<file path="src/rtl/ntt_seq_pkg.sv">
// Package: shared state encoding for the transform sequencer.
// Assumes: nothing beyond 1800-2017 enum support.
package ntt_seq_pkg;

    // Phases of one transform run, in the order they occur.
    typedef enum logic [2:0] {
        ST_IDLE    = 3'd0,
        ST_LOAD    = 3'd1,
        ST_COMPUTE = 3'd2,
        ST_FILL    = 3'd3,
        ST_HAND    = 3'd4,
        ST_DONE    = 3'd5
    } seq_state_t;

endpackage

</file>
<file path="src/rtl/ntt_seq_step_ctr.sv">
// Module: layer / beat counter that walks the butterfly schedule.
// It is cleared by `clear`, advances on `adv`, and flags the last beat of
// the last layer. Assumes LAYERS >= 2 and BEATS >= 1.
module ntt_seq_step_ctr #(
    parameter int LAYERS  = 8,
    parameter int BEATS   = 4,
    parameter int LAYER_W = (LAYERS > 1) ? $clog2(LAYERS) : 1,
    parameter int BEAT_W  = (BEATS > 1) ? $clog2(BEATS) : 1
) (
    input  logic               clk,
    input  logic               rst_n,
    input  logic               clear,
    input  logic               adv,
    output logic [LAYER_W-1:0] layer,
    output logic [BEAT_W-1:0]  beat,
    output logic               last
);

    localparam logic [LAYER_W-1:0] LAYER_MAX = LAYER_W'(LAYERS - 1);
    localparam logic [BEAT_W-1:0]  BEAT_MAX  = BEAT_W'(BEATS - 1);

    logic beat_wrap;

    generate
        if (BEATS == 1) begin : g_single_beat
            // One beat per layer: the beat index is constant and every step wraps.
            assign beat      = '0;
            assign beat_wrap = 1'b1;
        end else begin : g_multi_beat
            logic [BEAT_W-1:0] beat_q;
            // Beat counter: restarts each layer.
            always_ff @(posedge clk) begin
                if (!rst_n || clear) begin
                    beat_q <= '0;
                end else if (adv) begin
                    beat_q <= (beat_q == BEAT_MAX) ? '0 : beat_q + BEAT_W'(1);
                end
            end
            assign beat      = beat_q;
            assign beat_wrap = (beat_q == BEAT_MAX);
        end
    endgenerate

    // Layer counter: advances when the beat counter wraps.
    always_ff @(posedge clk) begin
        if (!rst_n || clear) begin
            layer <= '0;
        end else if (adv && beat_wrap) begin
            layer <= (layer == LAYER_MAX) ? '0 : layer + LAYER_W'(1);
        end
    end

    assign last = beat_wrap && (layer == LAYER_MAX);

endmodule

</file>
<file path="src/rtl/ntt_seq_mode_reg.sv">
// Module: holds the transform direction that is broadcast to the processing elements.
// Loads only on an accepted command. Assumes `load` is a one-cycle strobe.
module ntt_seq_mode_reg (
    input  logic clk,
    input  logic rst_n,
    input  logic load,
    input  logic mode_in,
    output logic mode_q
);

    // Capture the requested direction on acceptance; hold it otherwise.
    always_ff @(posedge clk) begin
        if (!rst_n) begin
            mode_q <= 1'b0;
        end else if (load) begin
            mode_q <= mode_in;
        end
    end

endmodule

</file>
<file path="src/rtl/ntt_seq_fsm.sv">
// Module: phase state machine of the sequencer.
// Order: IDLE -> LOAD -> COMPUTE (until the step counter reports last) ->
// FILL (FILL_CYC cycles) -> HAND -> DONE -> IDLE.
// Assumes FILL_CYC >= 1. Flags and start are looked at only in IDLE.
module ntt_seq_fsm
    import ntt_seq_pkg::*;
#(
    parameter int FILL_CYC = 5
) (
    input  logic       clk,
    input  logic       rst_n,
    input  logic       start,
    input  logic       in_empty,
    input  logic       out_full,
    input  logic       sweep_last,
    output logic       accept,
    output seq_state_t state
);

    localparam int FILL_W = (FILL_CYC > 1) ? $clog2(FILL_CYC) : 1;
    localparam logic [FILL_W-1:0] FILL_MAX = FILL_W'(FILL_CYC - 1);

    seq_state_t        state_nx;
    logic [FILL_W-1:0] fill_cnt;

    // Acceptance: idle, a request, input data present, room for results.
    assign accept = (state == ST_IDLE) && start && !in_empty && !out_full;

    // Next-phase decode.
    always_comb begin
        state_nx = state;
        unique case (state)
            ST_IDLE:    if (accept) state_nx = ST_LOAD;
            ST_LOAD:    state_nx = ST_COMPUTE;
            ST_COMPUTE: if (sweep_last) state_nx = ST_FILL;
            ST_FILL:    if (fill_cnt == FILL_MAX) state_nx = ST_HAND;
            ST_HAND:    state_nx = ST_DONE;
            ST_DONE:    state_nx = ST_IDLE;
            default:    state_nx = ST_IDLE;
        endcase
    end

    // Phase register.
    always_ff @(posedge clk) begin
        if (!rst_n) begin
            state <= ST_IDLE;
        end else begin
            state <= state_nx;
        end
    end

    // Pipeline-fill wait counter: counts only inside FILL, zero elsewhere.
    always_ff @(posedge clk) begin
        if (!rst_n || state != ST_FILL) begin
            fill_cnt <= '0;
        end else begin
            fill_cnt <= fill_cnt + FILL_W'(1);
        end
    end

endmodule

</file>
<file path="src/rtl/ntt_seq_ctrl.sv">
// Module: top of the transform sequencer.
// It accepts a command under FIFO flow control, clears pointers, sweeps all
// layers with BEATS cycles each, waits out the butterfly fill, pulses done,
// and broadcasts the latched direction. Total run = LAYERS*BEATS + FILL_CYC + 3.
// Assumes N_POINTS is a power of two and N_POINTS/2 is a multiple of N_BFLY.
module ntt_seq_ctrl
    import ntt_seq_pkg::*;
#(
    parameter int N_POINTS = 256,
    parameter int N_BFLY   = 32,
    parameter int FILL_CYC = 5,
    localparam int LAYERS    = $clog2(N_POINTS),
    localparam int BEATS     = (N_POINTS / 2) / N_BFLY,
    localparam int LAYER_W   = (LAYERS > 1) ? $clog2(LAYERS) : 1,
    localparam int BEAT_W    = (BEATS > 1) ? $clog2(BEATS) : 1,
    localparam int TOTAL_CYC = LAYERS * BEATS + FILL_CYC + 3
) (
    input  logic               clk,
    input  logic               rst_n,
    input  logic               start,
    input  logic               mode_in,
    input  logic               in_empty,
    input  logic               out_full,
    output logic               busy,
    output logic               ptr_clear,
    output logic               compute_valid,
    output logic [LAYER_W-1:0] layer_idx,
    output logic [BEAT_W-1:0]  beat_idx,
    output logic               mode_out,
    output logic               done
);

    seq_state_t         state;
    logic               accept;
    logic               sweep_last;
    logic [LAYER_W-1:0] layer_cnt;
    logic [BEAT_W-1:0]  beat_cnt;

    ntt_seq_fsm #(
        .FILL_CYC (FILL_CYC)
    ) u_fsm (
        .clk        (clk),
        .rst_n      (rst_n),
        .start      (start),
        .in_empty   (in_empty),
        .out_full   (out_full),
        .sweep_last (sweep_last),
        .accept     (accept),
        .state      (state)
    );

    ntt_seq_step_ctr #(
        .LAYERS  (LAYERS),
        .BEATS   (BEATS),
        .LAYER_W (LAYER_W),
        .BEAT_W  (BEAT_W)
    ) u_step (
        .clk   (clk),
        .rst_n (rst_n),
        .clear (ptr_clear),
        .adv   (compute_valid),
        .layer (layer_cnt),
        .beat  (beat_cnt),
        .last  (sweep_last)
    );

    ntt_seq_mode_reg u_mode (
        .clk     (clk),
        .rst_n   (rst_n),
        .load    (accept),
        .mode_in (mode_in),
        .mode_q  (mode_out)
    );

    // Status decode from the phase register.
    assign busy          = (state != ST_IDLE);
    assign ptr_clear     = (state == ST_LOAD);
    assign compute_valid = (state == ST_COMPUTE);
    assign done          = (state == ST_DONE);

    // Indices are driven only while butterflies issue; zero otherwise.
    assign layer_idx = compute_valid ? layer_cnt : '0;
    assign beat_idx  = compute_valid ? beat_cnt  : '0;

endmodule

</file>
<file path="config.mk">
export PLATFORM = sky130hd
export DESIGN_NAME = ntt_seq_ctrl
export DESIGN_NICKNAME = d
export VERILOG_FILES = /design/src/rtl/ntt_seq_pkg.sv /design/src/rtl/ntt_seq_step_ctr.sv /design/src/rtl/ntt_seq_mode_reg.sv /design/src/rtl/ntt_seq_fsm.sv /design/src/rtl/ntt_seq_ctrl.sv
export SDC_FILE = /design/constraint.sdc
export NUM_CORES = 1
export LEC_CHECK = 0
export ABC_CLOCK_PERIOD_IN_PS = 1690
export BUFFER_PORTS_ARGS = -buffer_cell sky130_fd_sc_hd__buf_4
export CAP_MARGIN = 25
export CORE_AREA = 2 2 42 44
export DETAILED_ROUTE_END_ITERATION = 16
export DIE_AREA = 0 0 44 46
export GPL_TIMING_DRIVEN = 0
export HOLD_SLACK_MARGIN = 0.03
export PLACE_DENSITY = 0.67
export SYNTH_ARGS = -nofsm -noshare
export SYNTH_HDL_FRONTEND = slang
export SYNTH_SLANG_ARGS = --single-unit
</file>
<file path="constraint.sdc">
create_clock -name clk -period 1.69 [get_ports clk]
set_clock_uncertainty 0.2 [all_clocks]
set_input_delay 0.169 -clock clk [delete_from_list [all_inputs] [get_ports clk]]
set_output_delay 0.169 -clock clk [all_outputs]
set_load 0.01 [all_outputs]
</file>
==> impl_results.md, run 1 <==
- Status: finished, violations left
- Failing checks: setup timing
- CP bufs+invs: 0
- First-pass GRT wire length: around 2 mm
- Min Hold Slack: ~0.075 ns
- DRT Pass-1 Iters: 4
- Max-cap violations: 0
- Die height: 46 um
- Vias per std cell: slightly above 5
- Vias in the first global route: 488
- Slew @ Worst Pin: between 0.3 and 0.4 ns
- Net Sw Frac: a little under a quarter
- Yosys top cell area share: a little under two fifths
- Dpl hpwl: about 870 um
- Synthesized net count: just under 80
- Clock Tree Buf Depth: 2
- Yosys cell types: 29
- TritonCTS Sinks: 12
- Final net count: around 100
- DRC viols: 0
- Largest delay share family, worst path: simple AND/OR/NAND/NOR gates
- CP Max Fanout: 2
- Layout cells sized above 1: a little over two fifths
- Top cells by area, synth: dfxtp_1, ha_1, mux2i_1
- Int Power: between 0.0004 and 0.0005 W
- Pwr per Cell Area: approximately 630 nW/um2
- GR Overflow Total: 0
- RSZ-0062 raised after global routing: true
- Hold WC Path Type: primary input to flop
- CTS tree: done
- CTS buffer count: 3
- Slowest library cell on the worst path: or4b_4
- # H-tree levels: 1
- Width of the die: between 40 and 50 um
- Required @ worst endpoint: between 1.5 and 2 ns
- Max-slew headroom: 77.4%
- CP max stage delay: approximately 0.54 ns
- Register area share after synthesis: 37.6%
- Root buf cell: clkbuf_4
- Final hold vios: 0
- Number of core rows: 15
- #FFs+latches synth: 12
- Minimum clock period after layout: ~1.8 ns
- Final period utilization: 104%
- # diodes: 0
- Worst setup EP type: flop
- Setup Crit Path Kind: flop to flop
- R2R Setup Slk: -0.07 ns
- Clock transition at path regs: 0.07 ns
- Setup ws final: -0.0727 ns
- Design Power: approximately 0.00057 W
- 1st-iter DRT viols: 3
- Area of the mapped netlist: roughly 640 um2
- Total track usage: approximately 14%
- Combinational Power Share: 18.1%
- NetSw: between 0.0001 and 0.00015 W
- P&R area growth vs syn: 43.1%
- Post-synth top area cell: dfxtp_1
- Post-Syn Area per Cell: a little under 10 um2
- Routed vias: 552
- Starting density of the core: between 30% and 40%
- Port bufs: 15
- Avg WL per Cell: about 12 um
- IO Count: 16
- Core area: around 1600 um2
- Worst-Skew Late Latency: ~0.27 ns
- VDD IR max: 410 uV
- Drt total wl: 1.25 mm
- Lkg Pwr: around 0.42 nW
- Sequential share of power: between 50% and 60%
- Cells after synthesis: between 60 and 70
- GP Congestion: a little under 0.7
- Startpoint class of the critical path: flop
- Setup-failing EPs final: 7
- Crit path DAT: ~1.8 ns
- Max-slew violations: 0
- CP dominant cell by count: or4b_4
- Max frequency: around 570 MHz
- ANT nets after route: 0
- Initial antenna violation count: 0
- Pin count of the biggest net entering global routing: 13
- YS warnings: 0
- Clock group share of total power: 30.4%
- DIE AREA: approximately 2000 um2
- CP Cell Sequence: or4b_4 > or4b_4 > a21boi_2
[placed cells by master, fill, tap and decap left out]
cell,n
and3_1,1
and4bb_1,1
and2_4,2
a22oi_1,1
o31ai_1,1
nor2_1,10
nor2b_1,2
dfxtp_2,3
nand2b_1,1
dfxtp_1,9
buf_6,6
ha_1,5
nand3b_1,1
a21boi_2,1
or3_4,1
nand2_1,1
xnor2_1,1
buf_4,18
and3b_1,2
o221a_2,1
o21bai_1,1
mux2i_1,5
and2_1,3
clkbuf_4,3
a21oi_1,1
or4b_4,2
inv_1,2
a32oi_1,1
nor3b_4,1
nor3b_2,1
dlygate4sd3_1,1
o21a_1,1
a21boi_1,1
[power groups by stage]
stage | logic, W | registers [W] | clock network [W]
final | 0.000104 | 0.000296 | 0.000174
after global routing | 0.000112 | 0.000297 | 0.000196
after CTS | 0.0000955 | 0.000294 | 0.000186
after detailed placement | 0.0000709 | 0.000300 | 0
after global placement | 0.0000697 | 0.000300 | 0
after floorplan | 0.0000421 | 0.000300 | 0
[per-layer routing]
metal	wire (um)	GRT usage (%)
met5	0	0
met2	664	25.3
met1	504	13.9
met3	55	3.57
met4	25	10.9
[worst reg2reg max path, delay by kind of cell (launching register included)]
kind            cells  cell delay (ns)
compound gates      1             0.14
simple gates        2             1.03
flops               1             0.34
[cell usage after synthesis, drive strengths merged]
| cell | number |
|---|---|
| or3 | 1 |
| or4b | 2 |
| o31ai | 1 |
| inv | 2 |
| and4bb | 1 |
| xnor2 | 1 |
| and3b | 2 |
| and2 | 5 |
| o21a | 1 |
| nand2b | 1 |
| buf | 2 |
| clkbuf | 1 |
| nor2b | 2 |
| nand3b | 1 |
| a21boi | 2 |
| o221a | 1 |
| nor2 | 10 |
| nor3b | 2 |
| ha | 5 |
| a32oi | 1 |
| and3 | 1 |
| mux2i | 5 |
| o21bai | 1 |
| dfxtp | 12 |
| a22oi | 1 |
| nand2 | 1 |
| a21oi | 1 |
[layout make-up]
cell class	instances	area (um2)
Timing Repair Buffer	24	201
Buffer	1	11.3
Sequential cell	12	244
Tap cell	17	21.3
Clock buffer	3	22.5
Inverter	2	7.51
Fill cell	154	701
Multi-Input combinational cell	49	405
[flip-flops by register name, summed over array words and instances (netlist names)]
signal and flops:
u_step.layer 3, u_mode.mode_q 1, u_fsm.state 3, u_step.beat 2, u_fsm.fill_cnt 3
[metrics by stage]
step           cell area, um2  util, %  setup TNS, ns  setup WS [ns]  instances
2_1_floorplan             638        -              0         0.0328         66
3_3_place_gp              772     47.8              0        0.00739         98
3_5_place_dp              772     47.8        -0.0155        -0.0155         98
4_1_cts                   876     54.3        -0.0717        -0.0329        108
5_1_grt                   913     56.6         -0.753         -0.119        108
6_report                  913     56.6         -0.332        -0.0727        108
[kinds of logic (layout without fill, tap and decap cells)]
| kind of cell | after synthesis | in the layout | share of synthesized area (%) |
|---|---|---|---|
| and+or+nand+nor | 29 | 29 | 29.0 |
| muxes | 5 | 5 | 7.84 |
| xor gates and xnor gates | 1 | 1 | 1.37 |
| DFF | 12 | 12 | 37.6 |
| AOI/OAI and AO/OA | 9 | 9 | 11.0 |
| adders and majority gates | 5 | 5 | 9.80 |
| buffers and inverters | 5 | 30 | 3.33 |
[path summary, 6_finish.rpt]
check	from	cells past startpoint	endpoint
max	u_fsm.state[0]	3	u_mode.mode_q
min	mode_in	3	u_mode.mode_q
max reg2reg	u_fsm.state[0]	3	u_mode.mode_q
min reg2reg	u_fsm.fill_cnt[0]	1	u_fsm.fill_cnt[0]
[what timing repair did]
item / in CTS / in global routing
setup endpoints to repair: 7 / 9
resized for setup: 8 / 11
endpoints found under the hold margin: 7 / 0
pin swaps: 4 / 6
hold buffers: 1 / 0
setup buffers: 7 / 1
Note: power is estimated with default switching activity, not from simulation.
==> run 2: changes to the inputs <==
CTS_BUF_LIST = sky130_fd_sc_hd__clkbuf_8 sky130_fd_sc_hd__clkbuf_16   (was not set)
==> run 2 against run 1 <==
- global-route usage fell by 0.50 points
- the run still ends with setup timing left
- first-iteration DRC count is 33% lower
- sequential cell count stayed put
- worst hold slack improved by 0.037 ns
- largest cell class unchanged
- largest power group unchanged
- sequential power barely moved
- highest routed layer unchanged
- non-clock buffer count down 1
- fmax up 1.4%
- critical endpoint unchanged
- wire length decreased by 6.2%
- final area down 1.5%
- combinational power down 7%
==> impl_results.md, run 2 (same netlist as run 1, synthesis figures left out) <==
- DRT Pass-1 Iters: 2
- First-pass GRT wire length: 1.94 mm
- Max-cap violations: 0
- DR WL met2: 569 um
- Width of the die: ~44 um
- Worst-Skew Late Latency: approximately 0.24 ns
- Setup ws final: -0.0480 ns
- NetSw: ~0.00015 W
- Max frequency: around 580 MHz
- Final period utilization: 103%
- Area of the multi-input gates: a little under 400 um2
- P&R area growth vs syn: 41.0%
- Max-slew violations: 0
- Drt total wl: approximately 1.2 mm
- Worst setup EP type: flop
- Reg2reg end: u_mode.mode_q
- Failing checks: setup timing
- GP Congestion: around 0.7
- Combinational Power Share: approximately 15%
- Startpoint class of the critical path: flop
- Starting density of the core: 39.5%
- Vias per std cell: between 5 and 6
- Top layer in use: met4
- Clock Tree Buf Depth: 2
- Lkg Pwr: roughly 0.41 nW
- Slowest library cell on the worst path: or4b_4
- Cell depth of the worst flop-to-flop path: 3
- # diodes: 0
- FF+latch area: ~240 um2
- Reg2reg start: u_fsm.state[0]
- Final net count: between 100 and 150
- DRT met1 WL: between 500 and 600 um
- Slew @ Worst Pin: 0.307 ns
- 1st-iter DRT viols: 2
- Required @ worst endpoint: 1.67 ns
- Dpl cells: 98
- Vias in the first global route: approximately 470
- Post-Place Setup Slack: -0.0155 ns
- Status: finished, violations left
- Net Sw Frac: approximately 22%
- Pin count of the biggest net entering global routing: 13
- Hold Startpoint: mode_in
- Dpl hpwl: 871 um
- VDD IR max: just under 500 uV
- Minimum clock period after layout: around 1.7 ns
- Layout cells sized above 1: 38.9%
- Number of core rows: 15
- IO Count: 16
- ANT nets after route: 0
- Sequential share of power: 45.2%
- Routed vias: 545
- Area after DPL: 772 um2
- # fillers: 150
- Clock transition at path regs: around 0.050 ns
- DRC viols: 0
- Regs by FF count: u_fsm.fill_cnt (3), u_fsm.state (3), u_step.layer (3)
- GR Overflow Total: 0
- Root buf cell: clkbuf_8
- Max-slew headroom: 79.5%
- Hold WC Path Type: primary input to flop
- Port bufs: 15
- Setup Crit Path Kind: flop to flop
- Final hold vios: 0
- DR WL met3: 38 um
- RSZ-0062 raised after global routing: true
- CP dominant cell by count: or4b_4
- Cell area after layout: ~900 um2
- CP Cell Sequence: or4b_4 > or4b_4 > a21boi_2
- Die height: ~46 um
- Non-Filler Instances: 107
- DIE AREA: roughly 2000 um2
- Setup-failing EPs final: 2
- CP max stage delay: between 0.5 and 0.6 ns
- TritonCTS Sinks: 12
- Worst hold endpoint: u_mode.mode_q
- Clock group share of total power: between 30% and 40%
- CTS buffer count: 3
- Design Power: approximately 0.00065 W
- Int Power: ~0.0005 W
- Total track usage: between 10% and 20%
- Crit path DAT: approximately 1.7 ns
- Commonest cells after routing, fill and taps aside: buf_4, nor2_1, dfxtp_1
- Initial antenna violation count: 0
- Core area: between 1500 and 2000 um2
- # H-tree levels: 1
- CP Max Fanout: 2
- R2R Setup Slk: -0.05 ns
- Depth of the worst hold-timing path: 3
- CTS tree: done
- Avg WL per Cell: 11.0 um
- Commonest non-fill, non-tap cell in the layout: buf_4
- Pwr per Cell Area: around 730 nW/um2
## run 2: cell count changes in the layout (fill, tap and decap cells not counted), moves of 2 or more
| cell | delta |
|---|---|
| buf_6 | -4 |
| buf_4 | +3 |
| clkbuf_4 | -3 |
| clkbuf_8 | +3 |
| and2_1 | +2 |
| and2_4 | -2 |
## run 2: worst max-delay path by stage
stage	slack (ns)	endpoint	startpoint
final	-0.05	u_mode.mode_q	u_fsm.state[0]
after global routing	-0.1	u_mode.mode_q	u_fsm.state[0]
after CTS	-0.02	layer_idx[0]	u_fsm.state[0]
after detailed placement	-0.02	u_mode.mode_q	u_fsm.state[0]
after global placement	0.007	u_mode.mode_q	u_fsm.state[0]
after floorplan	0.03	u_mode.mode_q	u_fsm.state[0]
## run 2: power groups by stage
stage	combinational, W	clock, W	sequential (W)
6_report	0.0000968	0.000261	0.000296
5_1_grt	0.000105	0.000279	0.000296
4_1_cts	0.0000893	0.000272	0.000295
3_5_place_dp	0.0000709	0	0.000300
3_3_place_gp	0.0000697	0	0.000300
2_1_floorplan	0.0000421	0	0.000300
## run 2: repair_timing
action / in CTS / in global routing
gates resized for setup: 6 / 5
hold endpoints to repair: 6 / 0
pin swaps: 4 / 5
buffers inserted: 5 / 1
hold buffers: 1 / 0
gates cloned: 0 / 0
setup endpoints to repair: 7 / 8
## run 2: worst max-delay path: cells and delay by family, from the launching register on
| kind | cells | cell delay, ns |
|---|---|---|
| and+or+nand+nor | 2 | 1.03 |
| DFF | 1 | 0.31 |
| AOI/OAI and AO/OA | 1 | 0.14 |
## run 2: per-layer routing
| metal | vias to the layer above | global-route usage [%] |
|---|---|---|
| li1 | 279 | - |
| met1 | 251 | 14.4 |
| met2 | 10 | 22.9 |
| met3 | 5 | 3.57 |
| met4 | 0 | 10.9 |
| met5 | - | 0 |
## run 2: per-stage QoR
| stage | setup TNS [ns] | utilization (%) | hold WS [ns] |
|---|---|---|---|
| after floorplan | 0 | - | 0.0866 |
| after global placement | 0 | 47.8 | 0.233 |
| after detailed placement | -0.0155 | 47.8 | 0.237 |
| after CTS | -0.0448 | 54.2 | 0.0721 |
| after global routing | -0.433 | 55.7 | 0.125 |
| final | -0.0546 | 55.7 | 0.111 |
## run 2: layout make-up
| type | instances | area share [%] |
|---|---|---|
| clock buffers | 3 | 4.59 |
| flip-flops and latches | 12 | 27.1 |
| inverters | 2 | 0.834 |
| multi-input cells | 49 | 43.9 |
| plain buffers | 2 | 2.09 |
| repair buffers | 22 | 19.1 |
| well taps | 17 | 2.36 |
==> run 3: changes to the inputs <==
TNS_END_PERCENT = 20   (was not set)
==> run 3 against run 2 <==
- the flow still finishes with violations (setup timing)
- fmax is 2.0% higher
- sequential power hardly changed
- core utilization is 0.31 points lower
- via count is 1.5% lower
- combinational power is 2% lower
- worst hold slack worse by 0.0010 ns
- wire length is 1.3% higher
- worst setup slack better by 0.035 ns
- critical path depth stayed put
- highest routed layer unchanged
==> impl_results.md, run 3 (same netlist as run 1, synthesis figures left out) <==
- Setup ws final: -0.0133 ns
- Drt total wl: 1.19 mm
- VDD IR max: 491 uV
- Combinational Power Share: ~15%
- Setup-failing EPs final: 1
- GP Congestion: approximately 0.7
- CP Max Fanout: 3
- Required @ worst endpoint: 1.67 ns
- Starting density of the core: ~40%
- Die height: around 46 um
- Final period utilization: 101%
- 1st-iter DRT viols: 2
- DIE AREA: between 2000 and 2500 um2
- Max-cap violations: 0
- Initial antenna violation count: 0
- Layout cells sized above 1: between 30% and 40%
- DRT Pass-1 Iters: 2
- Root buf cell: clkbuf_8
- Minimum clock period after layout: 1.70 ns
- Vias in the first global route: 446
- Pin count of the biggest net entering global routing: 13
- Avg WL per Cell: between 10 and 15 um
- Reg2reg end: u_mode.mode_q
- P&R area growth vs syn: 40.2%
- Max-slew headroom: around four fifths
- Sequential share of power: roughly 45%
- Routed vias: 537
- Commonest cells after routing, fill and taps aside: buf_4, nor2_1, dfxtp_1, mux2i_1, ha_1
- Hold WC Path Type: primary input to flop
- Lkg Pwr: approximately 0.40 nW
- Final core utilization: 55.4%
- Min Hold Slack: between 0.1 and 0.15 ns
- IO Count: 16
- Dpl hpwl: 871 um
- Slew @ Worst Pin: around 0.31 ns
- TritonCTS Sinks: 12
- CTS tree: done
- GR Overflow Total: 0
- Worst hold endpoint: u_mode.mode_q
- Max frequency: roughly 590 MHz
- R2R Setup Slk: -0.01 ns
- NetSw: roughly 0.00015 W
- Final net count: slightly above 100
- Worst setup EP type: flop
- ANT nets after route: 0
- CTS buffer count: 3
- Clock transition at path regs: ~0.050 ns
- First-pass GRT wire length: ~1.8 mm
- Depth of the worst hold-timing path: 3
- Total track usage: between 10% and 20%
- # H-tree levels: 1
- Width of the die: between 40 and 50 um
- DRC viols: 0
- Final hold vios: 0
- Status: finished, violations left
- Clock Tree Buf Depth: 2
- Crit path DAT: between 1.5 and 2 ns
- CP Cell Sequence: or4b_4 > or4b_4 > a21boi_2
- Pwr per Cell Area: ~730 nW/um2
- Worst-Skew Late Latency: 0.24 ns
- Max-slew violations: 0
- Failing checks: setup timing
- Setup Crit Path Kind: flop to flop
- Vias per std cell: around 5.1
- CP max stage delay: around 0.5 ns
- Net Sw Frac: 22.4%
- # diodes: 0
- Cell depth of the worst flop-to-flop path: 3
- Hold Startpoint: mode_in
- Startpoint class of the critical path: flop
- Core area: 1610 um2
- CP dominant cell by count: or4b_4
- Port bufs: 15
- Number of core rows: 15
- Regs by FF count: u_fsm.fill_cnt (3), u_fsm.state (3), u_step.layer (3)
- Int Power: a little over 0.0005 W
- RSZ-0062 raised after global routing: true
- Slowest library cell on the worst path: or4b_4
- Commonest non-fill, non-tap cell in the layout: buf_4
- Clock group share of total power: 40.0%
- Reg2reg start: u_fsm.state[0]
- # fillers: 149
run 3: worst max-delay path by stage:
stage                   start             to  cells past startpoint
6_report       u_fsm.state[0]  u_mode.mode_q                      3
5_1_grt        u_fsm.state[0]  u_mode.mode_q                      3
4_1_cts        u_fsm.state[0]  u_mode.mode_q                      3
3_5_place_dp   u_fsm.state[0]  u_mode.mode_q                      3
3_3_place_gp   u_fsm.state[0]  u_mode.mode_q                      3
2_1_floorplan  u_fsm.state[0]  u_mode.mode_q                      3
run 3: layout make-up:
cell class	instances	area [um2]	share of cell area [%]
Multi-Input combinational cell	49	398	44.5
Sequential cell	12	244	27.3
Timing Repair Buffer	20	160	17.9
Clock buffer	3	41.3	4.62
Buffer	2	22.5	2.52
Tap cell	17	21.3	2.38
Inverter	2	7.51	0.839
run 3: metal layers:
layer | track usage [%] | part of all wire [%] | up-vias | wire [um]
met5 | 0 | 0 | - | 0
met4 | 10.9 | 2.9 | 0 | 34
met2 | 21.5 | 48 | 10 | 576
met3 | 3.57 | 3.2 | 5 | 38
li1 | - | - | 276 | -
met1 | 13.4 | 45 | 246 | 540
run 3: what timing repair did:
item	in CTS	in global routing
hold endpoints to repair	6	0
endpoints found under the setup margin	7	6
hold buffers	1	0
cloned	0	0
pin swaps	5	7
setup buffers	1	3
gates resized for setup	5	9
run 3: worst max-delay path: cells and delay by family, from the launching register on:
family | cells | cell delay, ns
and+or+nand+nor | 2 | 0.98
AOI/OAI and AO/OA | 1 | 0.14
DFF | 1 | 0.32
run 3: per-stage QoR:
stage	instances	TNS (ns)	worst slack [ns]	instance area [um2]	total power, W
finish	105	-0.0133	-0.0133	895	0.000652
global route	105	-0.285	-0.0649	895	0.000678
CTS	102	-0.0857	-0.0304	843	0.000648
detailed placement	98	-0.0155	-0.0155	772	0.000371
global placement	98	0	0.00739	772	0.000370
floorplan	66	0	0.0328	638	0.000342
run 3: power groups by stage:
stage	Sequential [W]	Combinational (W)	Clock, W
after detailed placement	0.000300	0.0000709	0
after CTS	0.000295	0.0000804	0.000272
after global routing	0.000297	0.000103	0.000279
final	0.000296	0.0000952	0.000261
after global placement	0.000300	0.0000697	0
after floorplan	0.000300	0.0000421	0
